$ cat src/rtl/segvec_addr_seq.sv
module segvec_addr_seq #(
  parameter int AW = 32,
  parameter int LW = 8,
  parameter int EW = 4
) (
  input  logic          clk,
  input  logic          rst_n,
  input  logic          start,
  input  logic [AW-1:0] cmd_base,
  input  logic          cmd_strided,
  input  logic [AW-1:0] cmd_stride,
  input  logic [EW-1:0] cmd_esize,
  input  logic [LW-1:0] cmd_vl,
  input  logic [31:0]   cmd_insn,
  input  logic          cmd_fp,
  input  logic          cmd_store,
  input  logic [5:0]    cfg_nxpr,
  input  logic [5:0]    cfg_nfpr,
  input  logic          priv_ok,
  output logic          req_valid,
  input  logic          req_ready,
  output logic [AW-1:0] req_addr,
  output logic [4:0]    req_reg,
  output logic [LW-1:0] req_elem,
  output logic          req_store,
  output logic          req_fp,
  output logic          busy,
  output logic          done,
  output logic          err,
  output logic [1:0]    err_cause,
  output logic [31:0]   err_insn
);
  localparam int SGW = 3;
  localparam int RIW = 5;
  localparam logic [1:0] CAUSE_REG  = 2'd1;
  localparam logic [1:0] CAUSE_PRIV = 2'd2;

  logic [AW-1:0]  eaddr_q, faddr_q, stride_q;
  logic [EW-1:0]  esize_q;
  logic [LW-1:0]  vl_q, elem_q;
  logic [SGW:0]   seg_q;
  logic [SGW-1:0] fld_q;
  logic [RIW:0]   reg_q, rd_q, lim_q;
  logic           busy_q, done_q, err_q, store_q, fp_q;
  logic [1:0]     cause_q;
  logic [31:0]    insn_q;

  wire [SGW:0]  seg_in  = {1'b0, cmd_insn[31:29]} + 1'b1;
  wire [RIW:0]  rd_in   = {1'b0, cmd_insn[11:7]};
  wire [AW-1:0] unit_st = AW'(seg_in) * AW'(cmd_esize);
  wire [AW-1:0] stride_in = cmd_strided ? cmd_stride : unit_st;
  wire [RIW:0]  lim_in  = cmd_fp ? cfg_nfpr : cfg_nxpr;
  wire [AW-1:0] next_elem_addr = eaddr_q + stride_q;

  wire illegal   = busy_q && (reg_q >= lim_q || reg_q[RIW]);
  wire fire      = busy_q && !illegal && req_ready;
  wire last_fld  = ({1'b0, fld_q} + 1'b1) == seg_q;
  wire last_elem = ({1'b0, elem_q} + 1'b1) == {1'b0, vl_q};
  wire take      = start && !busy_q;

  always_ff @(posedge clk) begin
    if (!rst_n) begin
      busy_q   <= 1'b0;
      done_q   <= 1'b0;
      err_q    <= 1'b0;
      cause_q  <= 2'd0;
      insn_q   <= '0;
      eaddr_q  <= '0;
      faddr_q  <= '0;
      stride_q <= '0;
      esize_q  <= '0;
      vl_q     <= '0;
      elem_q   <= '0;
      seg_q    <= '0;
      fld_q    <= '0;
      reg_q    <= '0;
      rd_q     <= '0;
      lim_q    <= '0;
      store_q  <= 1'b0;
      fp_q     <= 1'b0;
    end else begin
      done_q <= 1'b0;
      if (take) begin
        err_q    <= 1'b0;
        cause_q  <= 2'd0;
        insn_q   <= cmd_insn;
        eaddr_q  <= cmd_base;
        faddr_q  <= cmd_base;
        stride_q <= stride_in;
        esize_q  <= cmd_esize;
        vl_q     <= cmd_vl;
        elem_q   <= '0;
        seg_q    <= seg_in;
        fld_q    <= '0;
        reg_q    <= rd_in;
        rd_q     <= rd_in;
        lim_q    <= lim_in;
        store_q  <= cmd_store;
        fp_q     <= cmd_fp;
        if (!priv_ok) begin
          err_q   <= 1'b1;
          cause_q <= CAUSE_PRIV;
        end else if (cmd_vl == '0) begin
          done_q <= 1'b1;
        end else begin
          busy_q <= 1'b1;
        end
      end else if (illegal) begin
        busy_q  <= 1'b0;
        err_q   <= 1'b1;
        cause_q <= CAUSE_REG;
      end else if (fire) begin
        if (last_fld) begin
          fld_q <= '0;
          reg_q <= rd_q;
          if (last_elem) begin
            busy_q <= 1'b0;
            done_q <= 1'b1;
          end else begin
            elem_q  <= elem_q + 1'b1;
            eaddr_q <= next_elem_addr;
            faddr_q <= next_elem_addr;
          end
        end else begin
          fld_q   <= fld_q + 1'b1;
          faddr_q <= faddr_q + AW'(esize_q);
          reg_q   <= reg_q + 1'b1;
        end
      end
    end
  end

  assign req_valid = busy_q && !illegal;
  assign req_addr  = faddr_q;
  assign req_reg   = reg_q[RIW-1:0];
  assign req_elem  = elem_q;
  assign req_store = store_q;
  assign req_fp    = fp_q;
  assign busy      = busy_q;
  assign done      = done_q;
  assign err       = err_q;
  assign err_cause = cause_q;
  assign err_insn  = insn_q;
endmodule

$ cat config.mk
export PLATFORM = sky130hd
export DESIGN_NAME = segvec_addr_seq
export DESIGN_NICKNAME = d
export VERILOG_FILES = /design/src/rtl/segvec_addr_seq.sv
export SDC_FILE = /design/constraint.sdc
export NUM_CORES = 1
export LEC_CHECK = 0
export CORE_MARGIN = 1.5
export CORE_UTILIZATION = 55
export CTS_BUF_LIST = sky130_fd_sc_hd__clkbuf_8
export CTS_CLUSTER_DIAMETER = 150
export DETAILED_ROUTE_END_ITERATION = 6
export DONT_BUFFER_PORTS = 1
export PLACE_DENSITY = 0.82
export REMOVE_ABC_BUFFERS = 1
export SLEW_MARGIN = 20
export SYNTH_ARGS = -nofsm -noshare
export SYNTH_HDL_FRONTEND = slang
export SYNTH_SLANG_ARGS = --single-unit
$ cat constraint.sdc
create_clock -name clk -period 5.2 [get_ports clk]
set_input_delay 0.26 -clock clk [delete_from_list [all_inputs] [get_ports clk]]
set_output_delay 0.26 -clock clk [all_outputs]
set_load 0.1 [all_outputs]
==> results.toml <==
[critical_path]
crit_fanout = 21
reg2reg_from = "reg_q[3]"
start_kind = "register"
crit_path_cell_trace = "ha_1 -> a21o_1 -> a211oi_1 -> o2111ai_1 -> nand2_1 -> o31a_1 -> buf_4 -> o21ai_0 -> a21oi_1"
crit_arrival_ps = 4000
critical_path_required_ps = 5590
critPathLaunch = "reg_q[3]"
critPathMaxStageDelay_ps = 860
crit_slowest_cell = "o31a_1"
crit_type = "register to register"
r2r_slack_ps = 1590
reg2reg_to = "req_addr[31]"
end_kind = "register"
r2r_cells = 9
endpoint = "req_addr[31]"

[synthesis]
ys_seq_area_share_pct = 32.61
synth_cells = 1370
synth_edf_count = 0
syn_area_um2 = 10680
synth_seq_cells = 174
yosysUniqueCellTypes = 75
synth_top_area_share_pct = 32.61
async_flop_share_pct = 0
synthFlopType = "dfxtp_1"
yosysWarnings = 0
synth_area_leaders = "dfxtp_1 33%, nand2_1 7.6%, a21oi_1 7.4%"
synth.largest_area_cell = "dfxtp_1"
synth_area_per_cell_um2 = 7.798

[drt]
drc = 1
wirelength_um = 33360
wl_per_cell_um = 19.62
first_iter_violations = 862
drt.antenna.violating_nets = 0
dr.pass1.iters = 7
vias_per_cell = 6.341
route.vias.total = 10780

[timing]
fin_hold_ws_ps = 20.80
setup_viol = 0
slew_viol_final = 0
maxSlewHeadroom_pct = 21.89
worst_slack_ps = 1594
rsz0062_at_grt = "no"
max_clock_freq_mhz = 277.3
fin_crit_ps = 3606
fin_tns_setup_ps = 0
hold_viol = 0
tightest_slew_ps = 1170
post-route-period-util_pct = 69.34
final.setup_skew_ps = 16.49

[die]
dieArea_um2 = 20270
die_y_um = 142.4
fp.dieW_um = 142.4
initial_utilization_pct = 56.54
fp-row-count = 50
ioPinCount = 213
core_um2 = 18890

[final_layout]
drive_above_1_share_pct = 6.667
fin_area_um2 = 12230
fillers = 1608
final_nets = 1618
final_util_pct = 64.76
syn_to_final_growth_pct = 14.52
instances_no_fill = 1700
n_antenna_cell = 0

[pwr]
switching_share_pct = 41.53
p_int_mw = 2.093
ir_drop_v = 0.0002674
power_frac_comb_pct = 22.2
netSwitchingPower_mw = 1.487
p_per_area_nw_per_um2 = 292.6
pwr-share-clk_pct = 27.1
p_total_mw = 3.580
p_leak_nw = 4.792
pwr-share-seq_pct = 50.6

[outcome]
status = "finished, violations left"
violations = "DRC"

[global_route]
antenna_found_initial = 1
grt_pass1_vias = 10380
grt_max_degree = 91
grt_first_pass_wirelength_um = 52420
grt.met2_usage_pct = 55.38
gr-usage-met1_pct = 39.32
track_usage_pct = 32.61
grt_overflow = 0
grtUsageMet3_pct = 8.580
top_usage_layer = "met2"

[clocking]
cts_buffers = 17
clk_pin_slew_ps = 110
root_buffer = "clkbuf_8"
clock_latency_ps = 480
clockBufferDepth = 2
numClockSinks = 174
cts.htree.levels = 4
post_cts_buffers = 0
tritoncts = "built"

[place]
dpl_worst_slack_ps = 1688
numPortBuffers = 0
placed_area_um2 = 10840
dp_hpwl_um = 21770
gp_congestion = 0.9327
dp_cells = 1571

[job]
maxCapViolCount = 0

[worst_hold_path]
hp-class = "input port to register"
Yosys cell counts, types with 18 or more instances:
cell,count
nand2_1,216
dfxtp_1,174
nand3_1,35
nand4_1,18
xor2_1,27
o21ai_0,79
nor2_1,109
inv_1,23
nor3_1,25
a31oi_1,21
clkbuf_1,65
ha_1,57
and2_1,20
a21oi_1,157
xnor2_1,44
a22o_1,24
a21o_1,28
a211oi_1,27
cell families after synthesis:
family	Yosys count	synth area share, %
fa+ha+maj	63	7.800
compound gates	434	26.05
simple gates	494	21.05
mux	18	1.698
xor+xnor	71	5.821
buf+inv	116	4.978
flops	174	32.61
worst max-delay path, delay by kind of cell (launching register included):
family / cells / cell delay (ps)
DFF: 1 / 700
and+or+nand+nor: 1 / 200
buffers and inverters: 1 / 380
adders and majority gates: 1 / 410
AOI/OAI and AO/OA: 6 / 1830
placed cells by master, fill, tap and decap left out, types with 7 or more instances in the layout:
cell,count
dlygate4sd3_1,96
nor3_1,25
mux2i_1,17
nand4_1,18
xor2_1,27
and2_1,20
o31ai_1,10
clkbuf_8,17
nor3b_1,7
nand2_1,216
and3_1,12
o211ai_1,17
a22o_1,24
a21o_1,28
nor2_1,108
inv_1,23
a211oi_1,27
nor4_1,8
o21ai_0,79
ha_1,57
a21oi_1,157
nand2b_1,11
buf_4,33
dfxtp_1,174
nand3_1,35
xnor2_1,44
a31oi_1,21
repair_timing:
action                                  CTS  global route
endpoints found under the setup margin    0             0
hold endpoints to repair                126             0
gates resized for setup                   0             0
hold buffers                             97             0
power by group through the flow:
stage / Combinational, mW / Sequential (mW) / Clock [mW]
floorplan: 0.489 / 1.87 / 0
global placement: 0.684 / 1.84 / 0
detailed placement: 0.704 / 1.84 / 0
CTS: 0.779 / 1.81 / 0.977
global route: 0.871 / 1.82 / 1.04
finish: 0.795 / 1.81 / 0.972
worst min path at each step:
stage                        start           end  cells after the start
finish               cmd_stride[3]   stride_q[3]                      2
floorplan                    rst_n  req_addr[14]                      1
detailed placement  cmd_stride[22]  stride_q[22]                      1
global route          cmd_base[17]   eaddr_q[17]                      2
CTS                  cmd_stride[3]   stride_q[3]                      2
global placement    cmd_stride[10]  stride_q[10]                      1
metal layers:
metal / part of all wire (%) / up-vias
li1: - / 5040
met1: 39 / 5032
met2: 47 / 610
met3: 10 / 97
met4: 3.4 / 0
met5: 0 / -
flip-flops by register name (all words and copies together) (netlist names):
name / flops
eaddr_q: 32
err_insn: 32
req_addr: 32
stride_q: 32
req_elem: 8
vl_q: 8
lim_q: 6
reg_q: 6
esize_q: 4
seg_q: 4
fld_q: 3
err_cause: 2
busy: 1
done: 1
err: 1
req_fp: 1
req_store: 1
layout make-up:
cell class                      instances  area [um2]  area share (%)
Clock buffer                           17       234.0           1.912
Clock inverter                         15       175.2           1.432
Inverter                               24       91.34          0.7466
Multi-Input combinational cell       1080        6696           54.74
Sequential cell                       174        3483           28.47
Tap cell                              260       325.3           2.659
Timing Repair Buffer                  130        1229           10.04
(Power assumes the default switching activity.)
